### src/rtl/irqsrc_pkg.sv
package irqsrc_pkg;
  typedef enum logic {
    SCAN_IDLE = 1'b0,
    SCAN_RUN  = 1'b1
  } scan_state_e;
endpackage

### src/rtl/irqsrc_line_tracker.sv
// Registers the raw source lines and reports edges against the stored level.
module irqsrc_line_tracker #(
  parameter int N_SRC = 8
) (
  input  logic             clk,
  input  logic             rst,
  input  logic [N_SRC-1:0] line_i,
  output logic [N_SRC-1:0] rise_o,
  output logic [N_SRC-1:0] change_o
);
  logic [N_SRC-1:0] level_q;

  always_ff @(posedge clk) begin
    if (rst) level_q <= '0;
    else     level_q <= line_i;
  end

  genvar g;
  generate
    for (g = 0; g < N_SRC; g++) begin : g_edge
      assign rise_o[g]   = line_i[g] & ~level_q[g];
      assign change_o[g] = line_i[g] ^ level_q[g];
    end
  endgenerate
endmodule

### src/rtl/irqsrc_lowest_pick.sv
// Fixed-priority picker: the lowest set index wins.
module irqsrc_lowest_pick #(
  parameter int N_SRC = 8,
  parameter int IDX_W = 3
) (
  input  logic [N_SRC-1:0] req_i,
  output logic             hit_o,
  output logic [IDX_W-1:0] idx_o
);
  always_comb begin
    hit_o = 1'b0;
    idx_o = '0;
    for (int i = N_SRC - 1; i >= 0; i--) begin
      if (req_i[i]) begin
        hit_o = 1'b1;
        idx_o = IDX_W'(i);
      end
    end
  end
endmodule

### src/rtl/irqsrc_resend_scan.sv
// Walks every source index once, one per cycle, after a start pulse.
module irqsrc_resend_scan
  import irqsrc_pkg::*;
#(
  parameter int N_SRC = 8,
  parameter int IDX_W = 3
) (
  input  logic             clk,
  input  logic             rst,
  input  logic             start_i,
  output logic             busy_o,
  output logic             step_o,
  output logic [IDX_W-1:0] step_idx_o
);
  localparam logic [IDX_W-1:0] LAST = IDX_W'(N_SRC - 1);

  scan_state_e      state_q;
  logic [IDX_W-1:0] idx_q;

  always_ff @(posedge clk) begin
    if (rst) begin
      state_q <= SCAN_IDLE;
      idx_q   <= '0;
    end else begin
      case (state_q)
        SCAN_IDLE: begin
          idx_q <= '0;
          if (start_i) state_q <= SCAN_RUN;
        end
        SCAN_RUN: begin
          if (idx_q == LAST) state_q <= SCAN_IDLE;
          idx_q <= idx_q + 1'b1;
        end
        default: state_q <= SCAN_IDLE;
      endcase
    end
  end

  assign busy_o     = (state_q == SCAN_RUN);
  assign step_o     = busy_o;
  assign step_idx_o = idx_q;
endmodule

### src/rtl/irq_source_ctrl.sv
// Per-source interrupt state with a valid/ready delivery output.
module irq_source_ctrl #(
  parameter int N_SRC  = 8,
  parameter int SRV_W  = 4,
  parameter int PRIO_W = 8,
  parameter int NUM_W  = 12,
  parameter int BASE   = 16,
  localparam int IDX_W = (N_SRC > 1) ? $clog2(N_SRC) : 1
) (
  input  logic              clk,
  input  logic              rst,
  input  logic              type_we,
  input  logic [N_SRC-1:0]  type_level,
  input  logic [N_SRC-1:0]  src_line,
  input  logic              cfg_we,
  input  logic [IDX_W-1:0]  cfg_idx,
  input  logic [SRV_W-1:0]  cfg_server,
  input  logic [PRIO_W-1:0] cfg_prio,
  input  logic [PRIO_W-1:0] cfg_saved_prio,
  input  logic              rej_valid,
  input  logic [NUM_W-1:0]  rej_num,
  input  logic              eoi_valid,
  input  logic [NUM_W-1:0]  eoi_num,
  input  logic              resend_req,
  output logic              busy,
  input  logic [IDX_W-1:0]  qry_idx,
  output logic [SRV_W-1:0]  qry_server,
  output logic [PRIO_W-1:0] qry_prio,
  output logic [PRIO_W-1:0] qry_saved_prio,
  output logic              dlv_valid,
  input  logic              dlv_ready,
  output logic [NUM_W-1:0]  dlv_num,
  output logic [SRV_W-1:0]  dlv_server,
  output logic [PRIO_W-1:0] dlv_prio
);
  localparam int IDX_SPAN = 1 << IDX_W;
  localparam logic [IDX_SPAN-1:0] IDX_LEGAL = {IDX_SPAN{1'b1}} >> (IDX_SPAN - N_SRC);
  localparam logic [PRIO_W-1:0]   PRIO_OFF  = {PRIO_W{1'b1}};
  localparam logic [NUM_W-1:0]    NUM_BASE  = NUM_W'(BASE);
  localparam logic [NUM_W-1:0]    NUM_SPAN  = NUM_W'(N_SRC);

  // Per-source storage
  logic [SRV_W-1:0]  srv_q  [N_SRC];
  logic [PRIO_W-1:0] prio_q [N_SRC];
  logic [PRIO_W-1:0] sav_q  [N_SRC];
  logic [N_SRC-1:0]  lvl_q;     // type, not cleared by reset
  logic [N_SRC-1:0]  sent_q, bounce_q, mpend_q, offer_q;
  logic [N_SRC-1:0]  sent_d, bounce_d, mpend_d, offer_d;
  logic [N_SRC-1:0]  open_v;

  // Sub-block wires
  logic [N_SRC-1:0]  rise, change;
  logic              pick_hit;
  logic [IDX_W-1:0]  pick_idx;
  logic              step;
  logic [IDX_W-1:0]  step_idx;

  irqsrc_line_tracker #(.N_SRC(N_SRC)) u_lines (
    .clk(clk), .rst(rst), .line_i(src_line), .rise_o(rise), .change_o(change)
  );

  irqsrc_resend_scan #(.N_SRC(N_SRC), .IDX_W(IDX_W)) u_scan (
    .clk(clk), .rst(rst), .start_i(resend_req), .busy_o(busy),
    .step_o(step), .step_idx_o(step_idx)
  );

  genvar g;
  generate
    for (g = 0; g < N_SRC; g++) begin : g_open
      assign open_v[g] = (prio_q[g] != PRIO_OFF);
    end
  endgenerate

  irqsrc_lowest_pick #(.N_SRC(N_SRC), .IDX_W(IDX_W)) u_pick (
    .req_i(offer_q & open_v), .hit_o(pick_hit), .idx_o(pick_idx)
  );

  // Request decode
  logic             take, issue, cfg_go, rej_go, eoi_go;
  logic [NUM_W-1:0] rej_off, eoi_off;
  logic [IDX_W-1:0] rej_loc, eoi_loc;

  assign take    = !dlv_valid || dlv_ready;
  assign issue   = take && pick_hit;
  assign cfg_go  = cfg_we && !busy && IDX_LEGAL[cfg_idx];
  assign rej_off = rej_num - NUM_BASE;
  assign eoi_off = eoi_num - NUM_BASE;
  assign rej_loc = rej_off[IDX_W-1:0];
  assign eoi_loc = eoi_off[IDX_W-1:0];
  assign rej_go  = rej_valid && !busy && (rej_num >= NUM_BASE) && (rej_off < NUM_SPAN);
  assign eoi_go  = eoi_valid && (eoi_num >= NUM_BASE) && (eoi_off < NUM_SPAN);

  // Status next state: issue, line events, config, scan step, reject, completion
  always_comb begin
    sent_d   = sent_q;
    bounce_d = bounce_q;
    mpend_d  = mpend_q;
    offer_d  = offer_q;
    if (issue) offer_d[pick_idx] = 1'b0;

    for (int i = 0; i < N_SRC; i++) begin
      if (lvl_q[i]) begin
        if (change[i] && src_line[i] && open_v[i] && !sent_d[i]) begin
          sent_d[i]  = 1'b1;
          offer_d[i] = 1'b1;
        end
      end else if (rise[i]) begin
        if (open_v[i]) offer_d[i] = 1'b1;
        else           mpend_d[i] = 1'b1;
      end
    end

    if (cfg_go) begin
      if (cfg_prio == PRIO_OFF) begin
        if (offer_d[cfg_idx]) begin
          offer_d[cfg_idx] = 1'b0;
          if (lvl_q[cfg_idx]) sent_d[cfg_idx]  = 1'b0;
          else                mpend_d[cfg_idx] = 1'b1;
        end
      end else if (lvl_q[cfg_idx]) begin
        if (src_line[cfg_idx] && !sent_d[cfg_idx]) begin
          sent_d[cfg_idx]  = 1'b1;
          offer_d[cfg_idx] = 1'b1;
        end
      end else if (mpend_d[cfg_idx]) begin
        mpend_d[cfg_idx] = 1'b0;
        offer_d[cfg_idx] = 1'b1;
      end
    end

    if (step) begin
      if (lvl_q[step_idx]) begin
        if (open_v[step_idx] && src_line[step_idx] && !sent_d[step_idx]) begin
          sent_d[step_idx]  = 1'b1;
          offer_d[step_idx] = 1'b1;
        end
      end else if (bounce_d[step_idx]) begin
        bounce_d[step_idx] = 1'b0;
        if (open_v[step_idx]) offer_d[step_idx] = 1'b1;
      end
    end

    if (rej_go) begin
      bounce_d[rej_loc] = 1'b1;
      sent_d[rej_loc]   = 1'b0;
    end

    if (eoi_go && lvl_q[eoi_loc]) sent_d[eoi_loc] = 1'b0;
  end

  always_ff @(posedge clk) begin
    if (type_we) lvl_q <= type_level;
  end

  always_ff @(posedge clk) begin
    if (rst) begin
      sent_q   <= '0;
      bounce_q <= '0;
      mpend_q  <= '0;
      offer_q  <= '0;
      for (int i = 0; i < N_SRC; i++) begin
        srv_q[i]  <= '0;
        prio_q[i] <= PRIO_OFF;
        sav_q[i]  <= PRIO_OFF;
      end
    end else begin
      sent_q   <= sent_d;
      bounce_q <= bounce_d;
      mpend_q  <= mpend_d;
      offer_q  <= offer_d;
      if (cfg_go) begin
        srv_q[cfg_idx]  <= cfg_server;
        prio_q[cfg_idx] <= cfg_prio;
        sav_q[cfg_idx]  <= cfg_saved_prio;
      end
    end
  end

  // Delivery output register
  always_ff @(posedge clk) begin
    if (rst) begin
      dlv_valid  <= 1'b0;
      dlv_num    <= '0;
      dlv_server <= '0;
      dlv_prio   <= '0;
    end else if (take) begin
      dlv_valid <= pick_hit;
      if (pick_hit) begin
        dlv_num    <= NUM_BASE + NUM_W'(pick_idx);
        dlv_server <= srv_q[pick_idx];
        dlv_prio   <= prio_q[pick_idx];
      end
    end
  end

  // Configuration read-back
  always_ff @(posedge clk) begin
    if (rst) begin
      qry_server     <= '0;
      qry_prio       <= '0;
      qry_saved_prio <= '0;
    end else if (IDX_LEGAL[qry_idx]) begin
      qry_server     <= srv_q[qry_idx];
      qry_prio       <= prio_q[qry_idx];
      qry_saved_prio <= sav_q[qry_idx];
    end else begin
      qry_server     <= '0;
      qry_prio       <= '0;
      qry_saved_prio <= '0;
    end
  end
endmodule

### config.mk
export PLATFORM = sky130hd
export DESIGN_NAME = irq_source_ctrl
export DESIGN_NICKNAME = d
export VERILOG_FILES = /design/src/rtl/irqsrc_pkg.sv /design/src/rtl/irqsrc_line_tracker.sv /design/src/rtl/irqsrc_lowest_pick.sv /design/src/rtl/irqsrc_resend_scan.sv /design/src/rtl/irq_source_ctrl.sv
export SDC_FILE = /design/constraint.sdc
export NUM_CORES = 1
export LEC_CHECK = 0
export ABC_AREA = 1
export BUFFER_PORTS_ARGS = -buffer_cell sky130_fd_sc_hd__clkbuf_2
export CAP_MARGIN = 0
export CORE_ASPECT_RATIO = 0.9
export CORE_MARGIN = 5
export CORE_UTILIZATION = 47
export CTS_CLUSTER_SIZE = 25
export DETAILED_ROUTE_END_ITERATION = 10
export GPL_ROUTABILITY_DRIVEN = 1
export PLACE_DENSITY_LB_ADDON = 0.12
export SYNTH_ARGS = -nofsm -noshare
export SYNTH_HDL_FRONTEND = slang
export SYNTH_SLANG_ARGS = --single-unit
export TNS_END_PERCENT = 100
### constraint.sdc
create_clock -name clk -period 2.8 [get_ports clk]
set_clock_uncertainty 0.15 [all_clocks]
set_input_delay 0.14 -clock clk [delete_from_list [all_inputs] [get_ports clk]]
set_output_delay 0.14 -clock clk [all_outputs]
set_load 0.1 [all_outputs]
==> results summary <==
The count of pins over their slew limit is 0. The post-layout worst setup margin is -0.261 ns. Global routing used a little under a third of the available tracks across all layers. The count of placed standard cells in the final layout, fillers left out is 2,315. Entering global routing, the biggest net connects 85 pins. The post-synthesis average cell area is 8.37 um^2. The via count of the first global-routing pass is 12,200. The most used flip-flop cell after synthesis is sky130_fd_sc_hd__edfxtp_1. For this run, design rule violations remaining after detail routing come to 0. Across the VDD grid, the largest voltage drop is 0.523 mV. In this run the static leakage power is 7.17 nW.

The die boundary height came out at 167 um. The layer flagged by global routing as most heavily used is met1. The die area came out at roughly 30,000 um^2.

The average wire per cell in the routed design is 21.2 um. The area used by multi-input combinational logic is 5600 um^2. The fill cell instance count of the final layout is ~2,200. The most used standard cell by instance count after synthesis is sky130_fd_sc_hd__nand2_1. The count of endpoints failing hold in the final timing report came out at 0. For this design the ratio of total power to cell area is around 600 nW/um^2. The count of antenna diodes in the layout is 0. The worst stage delay on the critical path came out at 0.40 ns. The placed cell count came out at 2,169.

The TritonCTS clock tree is built. The share of the synthesized area in the top cell type is 39.4%. The number of vias after detailed routing is 13,200. The netlist area before placement is 12,800 um^2. The minimum period implied by the final worst setup slack came out at 3.06 ns. Sorting the synthesized cells by how often they occur yields 333 x sky130_fd_sc_hd__nand2_1, 211 x sky130_fd_sc_hd__nor2_1, 168 x sky130_fd_sc_hd__edfxtp_1, 150 x sky130_fd_sc_hd__o21ai_0, 139 x sky130_fd_sc_hd__inv_1.

The area taken by flip-flops and latches came out at 6670 um^2. The count of flip-flops with a built-in enable after synthesis came out at 168. The chip width came out at 184 um. The congestion estimate from routability-driven global placement came to 1.01. For the pin with the worst max-slew slack, the measured transition is roughly 0.91 ns. Of all cell types, the one taking the most synthesized area is sky130_fd_sc_hd__edfxtp_1. By area the synthesized netlist is led by sky130_fd_sc_hd__edfxtp_1 39%, sky130_fd_sc_hd__dfxtp_1 13%, sky130_fd_sc_hd__nand2_1 9.8%.

On the critical path the largest part of the delay comes from simple AND/OR/NAND/NOR gates. STA puts the critical path data required time at 3.15 ns. The share of layout cells above drive strength 1 is 28.3%.

The routed via count divided by cell count came out at approximately 5.7. The first global-routing pass estimated 73,200 um of wire. The number of antenna violations at the first check in global routing came out at 1. The number of warning messages in the yosys log came out at 0. STA classifies the critical path endpoint as a register. The most numerous cell on the critical path is sky130_fd_sc_hd__nand2_1. The fraction of registers with async set/reset came out at 0%. The first detailed-routing pass took 8 iterations.

The initial utilization of the core area, before any placement, comes to 47.5%. The post-layout instance area came out at ~18,000 um^2. Counting the buffers created by CTS gives 28. The placeable core region came out at 27,000 um^2. CTS built an H-tree with a depth of 1. The largest registers in the layout are prio_q x64, sav_q x64, srv_q x32.

The met3 global-route usage is about 6.7%. The count of buffer and inverter cells on the critical path is 1. The area growth from synthesis to final layout is 38.2%. The number of flip-flops and latches in the synthesized netlist came out at about 250.

The design draws 10.5 mW. The number of sinks handled by clock tree synthesis is 249. The tightest slew margin relative to the limit is 39.4%. The DRC violation total after the first TritonRoute iteration is 1,728. The startpoint type of the worst setup path is a register. In this run the deepest clock path goes through 3 buffers.

The maximum clock frequency came out at 327 MHz. The remaining global-route overflow is 0. The largest driver fanout on the critical path is 6.

The clock latency at the later pin of the worst-skew pair is 0.57 ns. For this run, the register share of the synthesized area comes to 52.1%. The fraction of met1 tracks used by global routing came out at 47.9%. Input and output buffers added on the ports amount to 111. Data on the critical path arrives at its endpoint at between 3 and 4 ns.

The boundary pin count came out at 120. The worst slack on hold paths is ~0.03 ns. The HPWL reported at the end of detailed placement is between 30,000 and 40,000 um.

Global routing used 44.9% of the available met2 tracks. The aggregate routed wire length is 49,100 um. Setup repair after global routing could not meet its margin everywhere. Synthesis handed over a netlist of about 1,500 instances.

At the end of the flow, the number of nets in the layout was roughly 2,000. The cell area reported after detailed placement came out at 15,400 um^2. The critical path's slowest cell is sky130_fd_sc_hd__edfxtp_1. The run finished, with violations left. The share of the clock period used by the worst path after layout is 109%. The CTS clock-pin slew for the worst setup and hold paths is approximately 0.06 ns. The min-delay analysis places its worst path in the category in -> reg. The row count is 57. The synthesized netlist contains 50 unique library cells. The post-detailed-route count of antenna-violating nets came out at 0. The number of max-cap violations came out at 0. The root buffer cell is sky130_fd_sc_hd__clkbuf_16.

The worst setup path is of the reg -> reg kind. Setup violations remaining at the end of the flow were counted as 17. The worst setup slack before clock tree synthesis came out at -0.297 ns. The checks that failed: negative setup slack.
[cell type report]
class,instances,area share [%]
Multi-Input combinational cell,1058,31.7
Clock inverter,18,1.25
Inverter,159,3.45
Timing Repair Buffer,443,19.2
Clock buffer,34,4.20
Tap cell,354,2.50
Sequential cell,249,37.7
[cells by family (layout without fill, tap and decap cells)]
logic type | after synthesis | after routing | synth area share [%]
AND/OR/NAND/NOR | 708 | 710 | 24.3
AO/OA/AOI/OAI | 338 | 338 | 15.9
flip-flops | 249 | 249 | 52.1
buffers and inverters | 232 | 654 | 7.52
adder cells (fa/ha/maj) | 2 | 2 | 0.195
other | 1 | 8 | 0.0293
[cells in the final DEF, fill, tap and decap left out, types with 5 or more instances in the layout]
cell type                       Yosys  routed
sky130_fd_sc_hd__nand2_1          333     315
sky130_fd_sc_hd__buf_4              9     255
sky130_fd_sc_hd__nor2_1           211     199
sky130_fd_sc_hd__edfxtp_1         168     168
sky130_fd_sc_hd__o21ai_0          150     144
sky130_fd_sc_hd__inv_1            139     133
sky130_fd_sc_hd__clkbuf_2           0     111
sky130_fd_sc_hd__dfxtp_1           81      79
sky130_fd_sc_hd__dlygate4sd3_1      0      59
sky130_fd_sc_hd__a21oi_1           61      56
sky130_fd_sc_hd__nand3_1           57      45
sky130_fd_sc_hd__nand4_1           39      39
sky130_fd_sc_hd__clkbuf_16          0      29
sky130_fd_sc_hd__a221oi_1          22      22
sky130_fd_sc_hd__nand2_2           15      21
sky130_fd_sc_hd__o22ai_1           20      20
sky130_fd_sc_hd__nand3_2            7      17
sky130_fd_sc_hd__nor3_1            16      16
sky130_fd_sc_hd__nand2_4            5      16
sky130_fd_sc_hd__a31oi_1           16      16
sky130_fd_sc_hd__clkinv_1           9      14
sky130_fd_sc_hd__o211ai_1          13      13
sky130_fd_sc_hd__a311oi_1          12      12
sky130_fd_sc_hd__buf_12             0      12
sky130_fd_sc_hd__inv_2             11      11
sky130_fd_sc_hd__nor2_4             4      11
sky130_fd_sc_hd__nor2_2             2       9
sky130_fd_sc_hd__conb_1             1       8
sky130_fd_sc_hd__o21ai_1            3       7
sky130_fd_sc_hd__a21oi_2            2       6
sky130_fd_sc_hd__nor4_1             7       6
sky130_fd_sc_hd__o31ai_1            6       6
sky130_fd_sc_hd__a211oi_1           5       5
sky130_fd_sc_hd__clkinv_2           0       5
[report_power, final]
part	total [mW]	internal, mW	switching, mW
sequential	4.18	4.08	0.0965
combinational	2.55	0.770	1.78
clock	3.81	2.27	1.54
[metal layers]
metal	wire length, um	up-vias	share of wire (%)
met4	1100	0	2.2
met3	5820	86	12
li1	-	6100	-
met2	20800	812	42
met5	0	-	0
met1	21300	6237	44
[stage by stage]
step           TNS [ns]  utilization (%)
6_report          -3.65             65.6
5_1_grt           -7.29             65.6
4_1_cts           -1.53             64.3
3_5_place_dp      -5.42             57.1
3_3_place_gp      -4.32             57.1
2_1_floorplan         0                -
[tightest hold or removal path: stages]
cell and delay, ns:
sky130_fd_sc_hd__clkbuf_2 0.07, sky130_fd_sc_hd__or2_2 0.10, sky130_fd_sc_hd__nor4_2 0.04, sky130_fd_sc_hd__nand2_1 0.07
sky130_fd_sc_hd__nor2_1 0.07, sky130_fd_sc_hd__nand2_1 0.13, sky130_fd_sc_hd__a21oi_1 0.08
[path summary, 6_finish.rpt]
check	from	end	slack, ns	cells after the start
worst max register to register	prio_q[6][0]$_SDFFCE_PN1P_	offer_q[1]$_SDFF_PP0_	-0.26	25
worst min register to register	bounce_q[7]$_SDFF_PP0_	bounce_q[7]$_SDFF_PP0_	0.32	2
worst max-delay path	prio_q[6][0]$_SDFFCE_PN1P_	offer_q[1]$_SDFF_PP0_	-0.26	25
worst min-delay path	rej_num[10]	bounce_q[2]$_SDFF_PP0_	0.03	7
[timing repair]
item | CTS | global route
gates cloned | 3 | 1
hold endpoints to repair | 187 | 2
pin swaps | 12 | 16
buffers inserted | 22 | 10
gates resized for setup | 48 | 62
endpoints found under the setup margin | 30 | 35
hold buffers | 57 | 3
No activity file was read; power rests on OpenSTA's default activity.
